`src/rtl/iag_pkg.sv`:
```
package iag_pkg;
    typedef enum logic [1:0] {
        ST_IDLE,
        ST_WAIT,
        ST_ISSUE
    } iag_state_e;

    localparam int unsigned BURST_LG = 4;
    localparam int unsigned MAX_BURSTS = 4;
    localparam int unsigned NB_W = $clog2(MAX_BURSTS + 1);
endpackage

```
`src/rtl/iag_bpr_decode.sv`:
```
module iag_bpr_decode
    import iag_pkg::*;
(
    input  logic            clk,
    input  logic            rst_n,
    input  logic            load,
    input  logic [1:0]      code,
    output logic [NB_W-1:0] nbursts,
    output logic            err
);
    logic [1:0] code_q;

    always_ff @(posedge clk) begin
        if (!rst_n) begin
            code_q <= 2'b00;
        end else if (load) begin
            code_q <= code;
        end
    end

    always_comb begin
        err = 1'b0;
        unique case (code_q)
            2'b00: nbursts = NB_W'(1);
            2'b01: nbursts = NB_W'(2);
            2'b11: nbursts = NB_W'(4);
            default: begin
                nbursts = NB_W'(1);
                err     = 1'b1;
            end
        endcase
    end
endmodule

```
`src/rtl/iag_walker.sv`:
```
module iag_walker
    import iag_pkg::*;
#(
    parameter int unsigned AW = 32,
    parameter int unsigned CW = 16
) (
    input  logic          clk,
    input  logic          rst_n,
    input  logic          load,
    input  logic          adv,
    input  logic [AW-1:0] base,
    input  logic [CW-1:0] fields,
    input  logic [CW-1:0] lines,
    input  logic [CW-1:0] bpl,
    input  logic [CW-1:0] skip,
    output logic [AW-1:0] addr,
    output logic          last
);
    localparam logic [CW:0] STEP = (CW+1)'(1 << BURST_LG);

    logic [AW-1:0] fb_q, la_q;
    logic [CW-1:0] off_q, lcnt_q, fcnt_q;
    logic [CW-1:0] bpl_q, skip_q, lines_q;
    logic          eol, eof;
    logic [AW-1:0] fb_next;

    assign eol     = ({1'b0, off_q} + STEP) >= {1'b0, bpl_q};
    assign eof     = eol && (lcnt_q <= CW'(1));
    assign last    = eof && (fcnt_q <= CW'(1));
    assign addr    = la_q + AW'(off_q);
    assign fb_next = fb_q + AW'(bpl_q);

    always_ff @(posedge clk) begin
        if (!rst_n) begin
            fb_q    <= '0;
            la_q    <= '0;
            off_q   <= '0;
            lcnt_q  <= '0;
            fcnt_q  <= '0;
            bpl_q   <= '0;
            skip_q  <= '0;
            lines_q <= '0;
        end else if (load) begin
            fb_q    <= base;
            la_q    <= base;
            off_q   <= '0;
            lcnt_q  <= lines;
            fcnt_q  <= fields;
            bpl_q   <= bpl;
            skip_q  <= skip;
            lines_q <= lines;
        end else if (adv) begin
            if (!eol) begin
                off_q <= off_q + CW'(STEP);
            end else begin
                off_q <= '0;
                if (eof) begin
                    fb_q   <= fb_next;
                    la_q   <= fb_next;
                    lcnt_q <= lines_q;
                    fcnt_q <= (fcnt_q == '0) ? '0 : fcnt_q - CW'(1);
                end else begin
                    la_q   <= la_q + AW'(bpl_q) + AW'(skip_q);
                    lcnt_q <= lcnt_q - CW'(1);
                end
            end
        end
    end
endmodule

```
`src/rtl/iag_ctrl.sv`:
```
module iag_ctrl
    import iag_pkg::*;
(
    input  logic            clk,
    input  logic            rst_n,
    input  logic            start,
    input  logic            req,
    input  logic            bus_ready,
    input  logic            last,
    input  logic [NB_W-1:0] nbursts,
    output logic            bus_valid,
    output logic            busy,
    output logic            adv,
    output logic            done_set
);
    iag_state_e      state_q, state_nx;
    logic [NB_W-1:0] left_q;

    always_comb begin
        state_nx = state_q;
        unique case (state_q)
            ST_IDLE:  state_nx = ST_IDLE;
            ST_WAIT:  if (req) state_nx = ST_ISSUE;
            ST_ISSUE: begin
                if (bus_ready) begin
                    if (last)                     state_nx = ST_IDLE;
                    else if (left_q == NB_W'(1))  state_nx = ST_WAIT;
                end
            end
            default:  state_nx = ST_IDLE;
        endcase
        if (start) state_nx = ST_WAIT;
    end

    always_ff @(posedge clk) begin
        if (!rst_n) begin
            state_q <= ST_IDLE;
            left_q  <= '0;
        end else begin
            state_q <= state_nx;
            if (state_q == ST_WAIT && req && !start) begin
                left_q <= nbursts;
            end else if (adv) begin
                left_q <= left_q - NB_W'(1);
            end
        end
    end

    always_comb begin
        bus_valid = (state_q == ST_ISSUE);
        busy      = (state_q != ST_IDLE);
        adv       = bus_valid && bus_ready && !start;
        done_set  = adv && last;
    end
endmodule

```
`src/rtl/iag_status.sv`:
```
module iag_status (
    input  logic       clk,
    input  logic       rst_n,
    input  logic       set,
    input  logic       wr,
    input  logic [7:0] wdata,
    output logic [7:0] rdata
);
    localparam int unsigned DONE_BIT = 6;
    logic done_q;

    always_ff @(posedge clk) begin
        if (!rst_n) begin
            done_q <= 1'b0;
        end else if (set) begin
            done_q <= 1'b1;
        end else if (wr && wdata[DONE_BIT]) begin
            done_q <= 1'b0;
        end
    end

    always_comb begin
        rdata           = '0;
        rdata[DONE_BIT] = done_q;
    end
endmodule

```
`src/rtl/ilace_addr_gen.sv`:
```
module ilace_addr_gen
    import iag_pkg::*;
#(
    parameter int unsigned AW = 32,
    parameter int unsigned CW = 16
) (
    input  logic          clk,
    input  logic          rst_n,
    input  logic          start,
    input  logic [AW-1:0] cfg_base,
    input  logic [CW-1:0] cfg_fields,
    input  logic [CW-1:0] cfg_lines,
    input  logic [CW-1:0] cfg_bpl,
    input  logic [CW-1:0] cfg_skip,
    input  logic [1:0]    cfg_bpr,
    input  logic          req,
    output logic [AW-1:0] bus_addr,
    output logic          bus_valid,
    input  logic          bus_ready,
    input  logic          stat_wr,
    input  logic [7:0]    stat_wdata,
    output logic [7:0]    stat_rdata,
    output logic          busy,
    output logic          cfg_err
);
    logic [NB_W-1:0] nbursts;
    logic            last, adv, done_set;

    iag_bpr_decode u_dec (
        .clk     (clk),
        .rst_n   (rst_n),
        .load    (start),
        .code    (cfg_bpr),
        .nbursts (nbursts),
        .err     (cfg_err)
    );

    iag_walker #(.AW(AW), .CW(CW)) u_walk (
        .clk    (clk),
        .rst_n  (rst_n),
        .load   (start),
        .adv    (adv),
        .base   (cfg_base),
        .fields (cfg_fields),
        .lines  (cfg_lines),
        .bpl    (cfg_bpl),
        .skip   (cfg_skip),
        .addr   (bus_addr),
        .last   (last)
    );

    iag_ctrl u_ctrl (
        .clk       (clk),
        .rst_n     (rst_n),
        .start     (start),
        .req       (req),
        .bus_ready (bus_ready),
        .last      (last),
        .nbursts   (nbursts),
        .bus_valid (bus_valid),
        .busy      (busy),
        .adv       (adv),
        .done_set  (done_set)
    );

    iag_status u_stat (
        .clk   (clk),
        .rst_n (rst_n),
        .set   (done_set),
        .wr    (stat_wr),
        .wdata (stat_wdata),
        .rdata (stat_rdata)
    );
endmodule

```
`config.mk`:
```
export PLATFORM = sky130hd
export DESIGN_NAME = ilace_addr_gen
export DESIGN_NICKNAME = d
export VERILOG_FILES = /design/src/rtl/iag_pkg.sv /design/src/rtl/iag_bpr_decode.sv /design/src/rtl/iag_walker.sv /design/src/rtl/iag_ctrl.sv /design/src/rtl/iag_status.sv /design/src/rtl/ilace_addr_gen.sv
export SDC_FILE = /design/constraint.sdc
export NUM_CORES = 1
export LEC_CHECK = 0
export BUFFER_PORTS_ARGS = -buffer_cell sky130_fd_sc_hd__buf_2
export CAP_MARGIN = 20
export CELL_PAD_IN_SITES_DETAIL_PLACEMENT = 1
export CELL_PAD_IN_SITES_GLOBAL_PLACEMENT = 2
export CORE_MARGIN = 3
export CORE_UTILIZATION = 30
export DETAILED_ROUTE_END_ITERATION = 7
export PLACE_DENSITY = 0.75
export SYNTH_ARGS = -nofsm -noshare
export SYNTH_HDL_FRONTEND = slang
export SYNTH_SLANG_ARGS = --single-unit
export TNS_END_PERCENT = 20
```
`constraint.sdc`:
```
create_clock -name clk -period 3.95 [get_ports clk]
set_input_delay 1.185 -clock clk [delete_from_list [all_inputs] [get_ports clk]]
set_output_delay 1.185 -clock clk [all_outputs]
set_load 0.005 [all_outputs]
```
* Word level (Yosys, flattened, before mapping)
Cells that the tools add are included.
** Cells by class
- Muxes and demuxes :: 30
- Add/subtract/negate cells :: 9
- Reductions and logical operators :: 23
- Equality and inequality tests :: 11
- Order comparisons :: 3
- Bitwise gates (word level) :: 1
** Operator list (number)
- $mux 32 :: 8
- $mux 16 :: 10
- $add 32x16->32 :: 4
- $le 16x1->1 const B :: 2
- $sub 16x1->16 const B :: 2
- $add 16x5->17 const B :: 1
- $ge 17x16->1 :: 1
- $add 16x5->16 const B :: 1
- $logic_not 16->1 :: 1
- $reduce_bool 2->1 :: 6
- $reduce_and 3->1 :: 3
- $logic_and 1x1->1 :: 8
- $mux 2 :: 4
- $mux 3 :: 2
- $pmux 3 s2 :: 1
- $eq 2x1->1 const B :: 2
- $eq 2x2->1 const B :: 2
- $mux 1 :: 4
- $ne 4x2->1 const B :: 1
- $pmux 2 s2 :: 1
- $eq 3x1->1 const B :: 1
- $ne 3x1->1 const B :: 1
- $ne 3x2->1 const B :: 1
- $ne 3x3->1 const B :: 1
- 9 further kinds :: 9
** Word-level totals
- Output and inout port bits :: 43
- Input bits :: 112
- Register bits after elaboration :: 168
- Logic and storage cells :: 90

* Longest topological paths before layout
Gate-level depths: netlist of the first run.
- Depth after elaboration :: 8
- Gate-level depth with buffers :: 19
- Mapped depth without buffers :: 15

* Modules after synthesis
Synthesis of the first run repeated with hierarchy kept, for this count alone.
** Second synthesis, totals
- Cell total of the unflattened synthesis :: 1450
- Area total of the unflattened synthesis :: 11382.2 µm²
** Modules (own cells, without submodules)
- iag_walker :: sequential area each 3123.0 µm², times used 1, cells an instance 1393, area an instance 10882.9 µm²
- iag_ctrl :: sequential area each 100.1 µm², times used 1, cells an instance 34, area an instance 307.8 µm²
- iag_status :: sequential area each 20.0 µm², times used 1, cells an instance 13, area an instance 98.8 µm²
- iag_bpr_decode :: sequential area each 40.0 µm², times used 1, cells an instance 10, area an instance 92.6 µm²

* Worst setup path before layout of the first run
OpenSTA, ideal clock, no wires.
- Path kind :: reg-to-output
- From :: reg u_walk.off_q[5]
- To :: out bus_addr[27]
- Buffers on the path :: 2
- Data required time :: 2765 ps
- Data arrival time :: 2424 ps
- Stages on the path, launching flop included :: 13
- Setup slack :: 341 ps
- Path through :: dfxtp_1 ha_1 a21oi_1 nor2b_1 o21ai_0 a21o_1 o21ai_1 o41a_1 and2_1 clkbuf_1 clkbuf_1 nand3_1 xnor2_1
** Between the ends
- Word-level cells in the longest chain between the ends :: 1
** RTL lines
- start, declared :: line iag_walker.sv:22 : logic [CW-1:0] off_q, lcnt_q, fcnt_q;
- start signal, assigned :: line iag_walker.sv:54 : off_q <= off_q + CW'(STEP);
- $add 32x16->32 :: line iag_walker.sv:30 : assign addr = la_q + AW'(off_q);
- end, declared :: line ilace_addr_gen.sv:17 : output logic [AW-1:0] bus_addr,
No other way between the ends.

* Final worst setup path of the first run
- From :: reg u_walk.la_q[5]
- To :: out bus_addr[28]
** Between the ends
- Word-level cells in the longest chain between the ends :: 1
** RTL lines
- start, declared :: line iag_walker.sv:21 : logic [AW-1:0] fb_q, la_q;
- start signal, assigned :: line iag_walker.sv:45 : la_q <= base;
- start signal, assigned :: line iag_walker.sv:59 : la_q <= fb_next;
- start signal, assigned :: line iag_walker.sv:63 : la_q <= la_q + AW'(bpl_q) + AW'(skip_q);
- $add 32x16->32 :: line iag_walker.sv:30
No other way between the ends.

==> results of run 1 <==
## registers in the layout, indices dropped and copies added, names as in the netlist
signal,cells
u_ctrl.left_q,3
u_ctrl.state_q,2
u_dec.code_q,2
u_stat.done_q,1
u_walk.bpl_q,16
u_walk.fb_q,32
u_walk.fcnt_q,16
u_walk.la_q,32
u_walk.lcnt_q,16
u_walk.lines_q,16
u_walk.off_q,12
u_walk.skip_q,16
## where the power goes
group | internal [mW] | switching (mW) | total [mW]
sequential | 1.75 | 0.112 | 1.86
clock | 0.948 | 0.746 | 1.69
combinational | 0.397 | 0.537 | 0.934
## synth_stat cells (13+ instances only)
cell type | instances | share of area
nor2_1 | 172 | 0.057
dfxtp_1 | 164 | 0.29
nand2_1 | 147 | 0.049
a21oi_1 | 132 | 0.058
o21ai_0 | 106 | 0.047
ha_1 | 68 | 0.075
clkbuf_1 | 61 | 0.020
xnor2_1 | 52 | 0.040
inv_1 | 51 | 0.017
mux2i_1 | 45 | 0.040
nor3_1 | 42 | 0.019
xor2_1 | 34 | 0.026
nand3_1 | 33 | 0.015
a211oi_1 | 23 | 0.015
fa_1 | 18 | 0.032
nand4_1 | 18 | 0.010
and3_1 | 17 | 0.0094
o21a_1 | 17 | 0.011
a21o_1 | 16 | 0.011
and2_1 | 16 | 0.0089
buf_4 | 16 | 0.011
a31oi_1 | 13 | 0.0072
buf_2 | 13 | 0.0058
nor2b_1 | 13 | 0.0072
## what timing repair did
action,in CTS,in global routing
setup buffers,1,6
pin swaps,9,12
cloned,1,0
endpoints found under the hold margin,0,0
gates resized for setup,35,45
setup endpoints to repair,34,94
## worst paths after layout
check	from	end	slack (ns)	cells past startpoint
worst min register to register	u_walk.lines_q[13]	u_walk.lines_q[13]	0.47	2
worst max register to register	u_walk.off_q[4]	u_walk.la_q[29]	0.26	16
worst max-delay path	u_walk.la_q[5]	bus_addr[28]	0.01	11
worst min-delay path	u_walk.lines_q[13]	u_walk.lines_q[13]	0.47	2
## metal layers
layer | global-route usage | vias to the layer above | part of all wire
li1 | - | 5470 | -
met1 | 0.287 | 5411 | 0.47
met2 | 0.359 | 200 | 0.47
met3 | 0.0358 | 36 | 0.043
met4 | 0.0486 | 6 | 0.013
met5 | 0 | - | 0.00097
## through the flow
step	TNS [ns]	instance area [sq um]	setup WS, ns
finish	0	13800	0.0142
global route	-1.31	13800	-0.115
CTS	-0.797	13600	-0.0794
detailed placement	-0.766	12900	-0.132
global placement	-0.0121	12900	-0.0121
floorplan	0	11300	0.341
## final cells by class
class	instances	area share
sequential	164	0.239
multi-input combinational	1150	0.558
tap	504	0.0456
clock inverter	8	0.00742
inverter	51	0.0138
timing repair buffer	230	0.103
clock buffer	24	0.0334
## logic make-up after synthesis
family          Yosys count  synth area share
compound gates          414             0.232
xor+xnor                 86            0.0667
fa+ha+maj                86             0.107
buf+inv                 143            0.0543
flops                   164             0.291
mux                      46            0.0409
other cells               1          0.000332
simple gates            510             0.208
## worst reg2reg max path, delay by kind of cell, from the launching register on
| family | cells | cell delay [ns] |
|---|---|---|
| simple gates | 6 | 1.16 |
| compound gates | 4 | 0.91 |
| xor+xnor | 1 | 0.09 |
| fa+ha+maj | 2 | 0.46 |
| flops | 1 | 0.38 |
| buf+inv | 3 | 0.58 |
==> summary.txt, run 1 <==
Timing
  • Endpoints failing setup: 0
  • Slew Limit Fails: 0
  • Hold Worst Slack: 0.469 ns
  • Period minus WS final: 3.94 ns
  • FMAX: 254 MHz
  • Final hold vios: 0
  • Worst rel slew slack: 0.374
  • Least-Margin Pin Slew: 0.939 ns
  • Tcrit/Tclk final: 0.996
  • Skew final: 0.00855 ns
  • RSZ-0062 raised after global routing: true

Final layout
  • Register area: 3310 sq um
  • Final non-filler cell total: 2,131
  • Diode count: 0
  • Commonest cells after routing, fill and taps aside: nor2_1 (169), dfxtp_1 (152), nand2_1 (140), buf_2 (139), a21oi_1 (130)
  • Syn-to-layout area delta: 22.4%
  • Core Util, Final: 0.375
  • Nets: 1,812
  • Fillers: 4,503
  • Multi-input gate area: 7710 sq um
  • Layout cell share with drive strength beyond 1: 0.211
  • Most common cell after layout, fill and taps aside: nor2_1

Drt
  • DR vias/cell: 5.22
  • DR pass1 iterations: 5
  • DR WL/cell: 19.9 um
  • Drt drc: 0
  • ANT nets after route: 0
  • DR iter-0 viols: 513
  • DRT Wirelength: 42,400 um
  • Via count: 11,123

Yosys
  • Mapped Cells: 1,450
  • Synthesized area: 11,300 sq um
  • Async S/R FF share, synth: 0
  • Synth Flop Type: dfxtp_1
  • Sequential cell area fraction in the yosys report: 0.291
  • Post-synthesis average cell area: 7.79 sq um
  • Post-synth EDFFs: 0
  • Yosys warns: 0
  • Number of synthesized register bits: 164
  • Synth cell types: 78

Critical path
  • Worst endpoint required time: 2.76 ns
  • CP dominant cell by count: o21ai_2
  • Worst Setup Path Type: flop to primary output
  • Critical Path AT: 2.75 ns
  • Cells along the critical path: ha_4 > a21oi_4 > nor2b_2 > o21ai_2 > a21o_1 > o21ai_2 > o41a_1 > and2_4 > nand2_2 > xnor2_2 > buf_2
  • CP startpoint kind: flop
  • Top delay family on crit path: compound AO/OA/AOI/OAI gates
  • Slowest CP cell: o41a_1
  • Setup crit end kind: primary output
  • Worst path bufs/invs: 1
  • CP max stage delay: 0.42 ns
  • CP Max Fanout: 8

Die
  • Core Area: 36,900 sq um
  • Chip height: 200 um
  • IO Count: 155
  • Initial Util: 0.306
  • Site Rows: 70
  • Die Width: 200 um
  • Die area: 40,000 sq um

Clock tree
  • H-tree levels: 4
  • Clk slew on worst S/H paths: 0.07 ns
  • CTS Buf Count: 17
  • Clock Latency Late Sink: 0.45 ns
  • CTS max path bufs: 2
  • Clock root cell: clkbuf_16
  • Sink Count: 164
  • CTS tree: built
  • Hold_buf cts: 0

Placement
  • Placed cells: 2,091
  • I/O Buffers: 140
  • DP HPWL: 32,200 um
  • Placer congestion estimate: 0.881

Flow run
  • MaxCap Viol Count: 0

Global routing
  • Vias in the first global route: 11,472
  • Gr ovfl total: 0
  • GRT Total Usage: 0.213
  • Pin count of the biggest net entering global routing: 78
  • First-pass GRT wire length: 65,700 um
  • Initial antenna violation count: 3

Worst hold path
  • Hold Crit Class: flop to flop

Power
  • Worst vdd rail ir drop: 0.303 mV
  • Total power: 4.49 mW
  • Leakage power total: 5.85 nW
  • Pwr dens: 325 nW/um^2

Outcome
  • Run status: finished, final reports clean
No activity file was read; power rests on OpenSTA's default activity.
==> inputs of run 2 (changes only) <==
--- a/config.mk
+++ b/config.mk
@@ -12,7 +12,7 @@
 export CORE_MARGIN = 3
 export CORE_UTILIZATION = 30
 export DETAILED_ROUTE_END_ITERATION = 7
-export PLACE_DENSITY = 0.75
+export PLACE_DENSITY_LB_ADDON = 0.12
 export SYNTH_ARGS = -nofsm -noshare
 export SYNTH_HDL_FRONTEND = slang
 export SYNTH_SLANG_ARGS = --single-unit
==> run 2 against run 1 <==
Global-route usage grew 0.58 points. Critical endpoint is now bus_addr[23]. Clock power rose by 3%. Largest power group unchanged. Sequential power is essentially flat. The run now ends with setup timing left. Sequential share of layout area decreased by 0.22 points. Clock skew rose by 0.0042 ns.
==> summary.txt, run 2 (synthesis results as in run 1) <==
Outcome
  • Run status: finished, violations left
  • Failing checks: setup timing

Critical path
  • Worst endpoint required time: 2.76 ns (about the same)
  • Critical Path AT: 2.78 ns (+0.03 ns)
  • CP startpoint kind: flop
  • Reg2Reg Setup Slack: 0.28 ns (+0.02 ns)
  • CP Max Fanout: 8 (unchanged)
  • Worst Setup Path Type: flop to primary output
  • Setup crit end kind: primary output

Global routing
  • Vias in the first global route: 11,595 (+1.1%)
  • Gr ovfl total: 0 (unchanged)
  • First-pass GRT wire length: 67,300 um (+2.4%)
  • Initial antenna violation count: 2 (-1)
  • Pin count of the biggest net entering global routing: 93 (+19%)
  • GRT Total Usage: 0.219 (+0.00577)

Final layout
  • Most common cell after layout, fill and taps aside: nor2_1
  • Syn-to-layout area delta: 23.3%
  • Layout cell share with drive strength beyond 1: 0.215 (+0.00386)
  • Core Util, Final: 0.378 (+0.00271)
  • Nets: 1,834 (+1.2%)
  • Commonest cells after routing, fill and taps aside: nor2_1 (172), dfxtp_1 (153), nand2_1 (142), buf_2 (139), a21oi_1 (130)
  • Top flop regs: u_walk.fb_q (32), u_walk.la_q (32)
  • Final non-filler cell total: 2,153 (+1.0%)
  • Diode count: 0 (unchanged)

Timing
  • FMAX: 252 MHz (-0.82%)
  • Least-Margin Pin Slew: 1.10 ns (+0.164 ns)
  • RSZ-0062 raised after global routing: true
  • Period minus WS final: 3.97 ns (+0.0324 ns)
  • Tcrit/Tclk final: 1.00 (+0.00820)
  • Final setup margin: -0.0181 ns (-0.0324 ns)
  • Final hold vios: 0 (unchanged)
  • Slew Limit Fails: 0 (unchanged)
  • Worst rel slew slack: 0.262 (-0.112)
  • Hold Worst Slack: 0.465 ns (-0.00395 ns)
  • Skew final: 0.0128 ns (+0.00420 ns)
  • Final setup TNS: -0.0714 ns (-0.0714 ns)
  • Endpoints failing setup: 6 (+6)

Die
  • Core Area: 36,900 sq um (unchanged)
  • Initial Util: 0.306 (unchanged)
  • Die area: 40,000 sq um (unchanged)
  • IO Count: 155 (unchanged)
  • Chip height: 200 um (unchanged)
  • Die Width: 200 um (unchanged)
  • Site Rows: 70 (unchanged)

Clock tree
  • Hold_buf cts: 0 (unchanged)
  • H-tree levels: 4 (unchanged)
  • Sink Count: 164 (unchanged)
  • Clock Latency Late Sink: 0.45 ns (about the same)
  • CTS Buf Count: 17 (unchanged)
  • Clk slew on worst S/H paths: 0.07 ns (about the same)
  • CTS tree: built
  • Clock root cell: clkbuf_16
  • CTS max path bufs: 2 (unchanged)

Flow run
  • MaxCap Viol Count: 0 (unchanged)

Power
  • Pwr dens: 326 nW/um^2 (+0.49%)
  • Worst vdd rail ir drop: 0.300 mV (-0.89%)
  • Leakage power total: 5.93 nW (+1.4%)

Drt
  • DRT Wirelength: 43,400 um (+2.4%)
  • ANT nets after route: 0 (unchanged)
  • Via count: 11,191 (+0.61%)
  • DR iter-0 viols: 498 (-2.9%)
  • DR vias/cell: 5.20 (-0.42%)
  • DR pass1 iterations: 5 (unchanged)
  • Drt drc: 0 (unchanged)
  • DR WL/cell: 20.2 um (+1.3%)

Placement
  • Placed cells: 2,110 (+0.91%)
  • DP HPWL: 33,300 um (+3.3%)
  • I/O Buffers: 140 (unchanged)
  • Placer congestion estimate: 0.863 (-2.0%)

Worst hold path
  • Hold Crit Class: flop to flop
-- run 2: worst max-delay path: stages, from the launching register on --
cell and delay (ns):
dfxtp_4 0.36, ha_2 0.20, a21oi_4 0.16, nor2b_2 0.07, o21ai_2 0.14, a21o_1 0.27, o21ai_2 0.10, o41a_1 0.43
and2_4 0.26, nand3_2 0.09, xnor2_1 0.11, buf_2 0.13
-- run 2: final cells by class --
cell class | count | area (sq um)
timing repair buffer | 252 | 1590
clock inverter | 14 | 150
clock buffer | 18 | 439
multi-input combinational | 1150 | 7620
tap | 504 | 631
sequential | 164 | 3300
inverter | 51 | 193
fill | 4516 | 22900
-- run 2: stage by stage --
stage	instance area (sq um)	total power, mW	worst slack (ns)
3_3_place_gp	13000	2.82	-0.0121
3_5_place_dp	13000	2.84	-0.0769
5_1_grt	13900	4.79	-0.132
4_1_cts	13800	4.60	-0.112
2_1_floorplan	11300	2.47	0.341
6_report	13900	4.55	-0.0181
-- run 2: layer usage --
metal	global-route usage	share of wire
met3	0.0270	0.032
met4	0.0520	0.013
met2	0.367	0.47
met1	0.301	0.48
met5	0	0.00025
-- run 2: final timing paths --
kind         depth (start not counted)                from                  to
max                                 11      u_walk.la_q[4]        bus_addr[23]
min                                  2  u_walk.lines_q[15]  u_walk.lines_q[15]
max reg2reg                         16     u_walk.off_q[4]     u_walk.la_q[19]
min reg2reg                          2  u_walk.lines_q[15]  u_walk.lines_q[15]
-- run 2: what timing repair did --
action / in CTS / in global routing
endpoints found under the setup margin: 17 / 35
pin swaps: 8 / 10
cloned: 1 / 0
buffers inserted: 6 / 4
resized for setup: 24 / 28
-- run 2: power breakdown --
part	internal (mW)	switching [mW]
clock network	0.952	0.786
logic	0.410	0.535
registers	1.75	0.111
==> inputs of run 3 (changes only) <==
--- a/config.mk
+++ b/config.mk
@@ -12,8 +12,9 @@
 export CORE_MARGIN = 3
 export CORE_UTILIZATION = 30
 export DETAILED_ROUTE_END_ITERATION = 7
-export PLACE_DENSITY_LB_ADDON = 0.12
+export PLACE_DENSITY_LB_ADDON = 0.1
 export SYNTH_ARGS = -nofsm -noshare
 export SYNTH_HDL_FRONTEND = slang
+export SYNTH_HIERARCHICAL = 1
 export SYNTH_SLANG_ARGS = --single-unit
 export TNS_END_PERCENT = 20
==> run 3 against run 2 <==
The run now ends clean. Maximum frequency grew 0.56%. Register-to-register slack lost 0.06 ns. Core utilization shrank 0.12 points. Power shrank 2.8%. Final area is essentially flat. Final cell count shrank 1.4%. Die area grew 0.77%. Flip-flop and latch count is the same. Count of clock-buffer cells in the layout grew 1. Critical path type unchanged. Largest cell class unchanged.
==> summary.txt, run 3 <==
Outcome
  • Run status: finished, final reports clean

Clock tree
  • CTS Buf Count: 17 (unchanged)
  • CTS tree: built
  • Clock root cell: clkbuf_16
  • Hold_buf cts: 0 (unchanged)
  • CTS max path bufs: 2 (unchanged)
  • Sink Count: 164 (unchanged)
  • Clk slew on worst S/H paths: 0.07 ns (about the same)
  • H-tree levels: 4 (unchanged)
  • Clock Latency Late Sink: 0.45 ns (about the same)

Critical path
  • Worst Setup Path Type: flop to primary output
  • Critical Path AT: 2.76 ns (-0.02 ns)
  • CP startpoint kind: flop
  • Cells along the critical path: ha_4 > a21o_1 > a21oi_2 > nand2b_4 > a211o_4 > a31oi_4 > o21ai_4 > buf_12 > nor4_4 > xor2_1 > buf_2
  • Setup crit end kind: primary output
  • CP max stage delay: 0.35 ns (-0.08 ns)
  • Worst endpoint required time: 2.76 ns (about the same)
  • R2R depth: 15 (-1)
  • CP Max Fanout: 7 (-1)
  • Slowest CP cell: a211o_4

Timing
  • Period minus WS final: 3.95 ns (-0.0223 ns)
  • Final setup margin: 0.00415 ns (+0.0223 ns)
  • Least-Margin Pin Slew: 0.910 ns (-0.193 ns)
  • Worst rel slew slack: 0.393 (+0.131)
  • FMAX: 253 MHz (+0.56%)
  • Tcrit/Tclk final: 0.999 (-0.00564)
  • Skew final: 0.0136 ns (+0.000857 ns)
  • Slew Limit Fails: 0 (unchanged)
  • Endpoints failing setup: 0 (-6)
  • Final setup TNS: 0 ns (+0.0714 ns)
  • Final hold vios: 0 (unchanged)
  • RSZ-0062 raised after global routing: true

Die
  • Core Area: 37,000 sq um (+0.24%)
  • Chip height: 201 um (+0.38%)
  • IO Count: 155 (unchanged)
  • Die Width: 201 um (+0.38%)
  • Die area: 40,300 sq um (+0.77%)
  • Site Rows: 70 (unchanged)
  • Initial Util: 0.308 (+0.00168)

Yosys
  • Mapped Cells: 1,450 (unchanged)
  • Area contributors post-synth: dfxtp_1 (29%), ha_1 (7.0%), a21oi_1 (6.2%)
  • Number of synthesized register bits: 164 (unchanged)
  • Sequential cell area fraction in the yosys report: 0.288 (-0.00227)
  • Synthesized area: 11,400 sq um (+0.79%)
  • Yosys warns: 6 (+6)
  • Post-synth top area share: 0.288 (-0.00227)
  • Async S/R FF share, synth: 0 (unchanged)
  • Yosys top cell by area: dfxtp_1
  • Synth cell types: 83 (+6.4%)
  • Post-synth EDFFs: 0 (unchanged)
  • Synth cell count leaders: nor2_1 (168), dfxtp_1 (164), nand2_1 (142), a21oi_1 (141), o21ai_0 (83)
  • Most common cell in the netlist: nor2_1
  • Post-synthesis average cell area: 7.85 sq um (+0.79%)
  • Synth Flop Type: dfxtp_1

Placement
  • I/O Buffers: 140 (unchanged)
  • DP Worst Slack: 0.0687 ns (+0.146 ns)
  • Placed cells: 2,081 (-1.4%)
  • Placer congestion estimate: 0.788 (-8.7%)
  • DP HPWL: 31,200 um (-6.4%)

Global routing
  • GRT Total Usage: 0.206 (-0.0126)
  • First-pass GRT wire length: 66,000 um (-1.8%)
  • Initial antenna violation count: 4 (+2)
  • Vias in the first global route: 11,390 (-1.8%)
  • Pin count of the biggest net entering global routing: 125 (+34%)
  • Gr ovfl total: 0 (unchanged)

Final layout
  • Commonest cells after routing, fill and taps aside: dfxtp_1 (160), nor2_1 (157), nand2_1 (142), buf_2 (139), a21oi_1 (139)
  • Layout cell share with drive strength beyond 1: 0.191 (-0.0237)
  • Top flop regs: u_walk/fb_q (32), u_walk/la_q (32)
  • Most common cell after layout, fill and taps aside: dfxtp_1
  • Multi-input gate area: 7820 sq um (+2.6%)
  • Syn-to-layout area delta: 22.2%
  • Final non-filler cell total: 2,122 (-1.4%)
  • Core Util, Final: 0.376 (-0.00116)
  • Register area: 3290 sq um (-0.34%)
  • Fillers: 4,553 (+0.82%)
  • Nets: 1,799 (-1.9%)
  • Diode count: 0 (unchanged)

Drt
  • Drt drc: 0 (unchanged)
  • DR pass1 iterations: 5 (unchanged)
  • Via count: 10,945 (-2.2%)
  • ANT nets after route: 0 (unchanged)
  • DR iter-0 viols: 474 (-4.8%)
  • DRT Wirelength: 41,600 um (-4.2%)
  • DR vias/cell: 5.16 (-0.77%)
  • DR WL/cell: 19.6 um (-2.8%)

Power
  • Worst vdd rail ir drop: 0.292 mV (-2.7%)
  • Leakage power total: 5.83 nW (-1.7%)
  • Total power: 4.42 mW (-2.8%)
  • Pwr dens: 318 nW/um^2 (-2.7%)

Flow run
  • MaxCap Viol Count: 0 (unchanged)

Worst hold path
  • Hold Crit Class: flop to flop
  • Hold path depth: 2 (unchanged)
## run 3: cell count changes after synthesis, sizes merged, moves of 8 or more
cell,delta
buf,+8
nand3,+24
nor3,-12
o21ai,-24
clkbuf,-12
a21oi,+8
xor2,+18
nand4,-9
## run 3: repair_timing
item                       in CTS  in global routing
gates resized for setup        28                 30
setup endpoints to repair      15                 84
gates cloned                    1                  0
setup buffers                   5                  4
pin swaps                      10                 14
## run 3: routing by layer
metal	up-vias	global-route usage	wire length (um)
met4	8	0.0344	344
met3	23	0.0365	1400
met2	169	0.338	19000
li1	5458	-	-
met1	5287	0.288	20800
met5	-	0	54
## run 3: logic make-up after synthesis
family                   Yosys count  share of synthesized area
AO/OA/AOI/OAI                    402                      0.228
XOR/XNOR                         100                     0.0769
adder cells (fa/ha/maj)           82                      0.102
buffers and inverters            144                     0.0538
flip-flops                       164                      0.288
multiplexers                      47                     0.0413
other                              1                   0.000329
AND/OR/NAND/NOR                  510                      0.209
## run 3: final timing paths
kind	from	to	slack, ns
max	u_walk/la_q[5]	bus_addr[30]	0.004
min	u_walk/lines_q[0]	u_walk/lines_q[0]	0.46
max reg2reg	u_walk/off_q[9]	u_walk/la_q[14]	0.22
min reg2reg	u_walk/lines_q[0]	u_walk/lines_q[0]	0.46
## run 3: per-stage QoR
stage	instance area, sq um	hold slack (ns)
floorplan	11400	0.437
global placement	13000	0.448
detailed placement	13000	0.454
CTS	13800	0.466
global route	13900	0.490
finish	13900	0.462
## run 3: power by group
part           switching, mW  internal, mW  total [mW]  leakage [nW]
registers              0.112          1.75        1.86          1.35
clock network          0.797         0.895        1.69         0.279
logic                  0.500         0.367       0.867          4.19
total                   1.41          3.01        4.42          5.83
## run 3: critical path: cells and delay by family (launching register included)
kind / cells / cell delay (ns)
compound gates: 5 / 0.89
flops: 1 / 0.34
simple gates: 2 / 0.32
buf+inv: 2 / 0.31
fa+ha+maj: 1 / 0.26
xor+xnor: 1 / 0.19
## run 3: cell type report
class | count | area share
Clock buffer | 19 | 0.0318
Sequential cell | 164 | 0.236
Tap cell | 504 | 0.0453
Multi-Input combinational cell | 1148 | 0.562
Timing Repair Buffer | 218 | 0.101
Inverter | 56 | 0.0152
Clock inverter | 13 | 0.00881
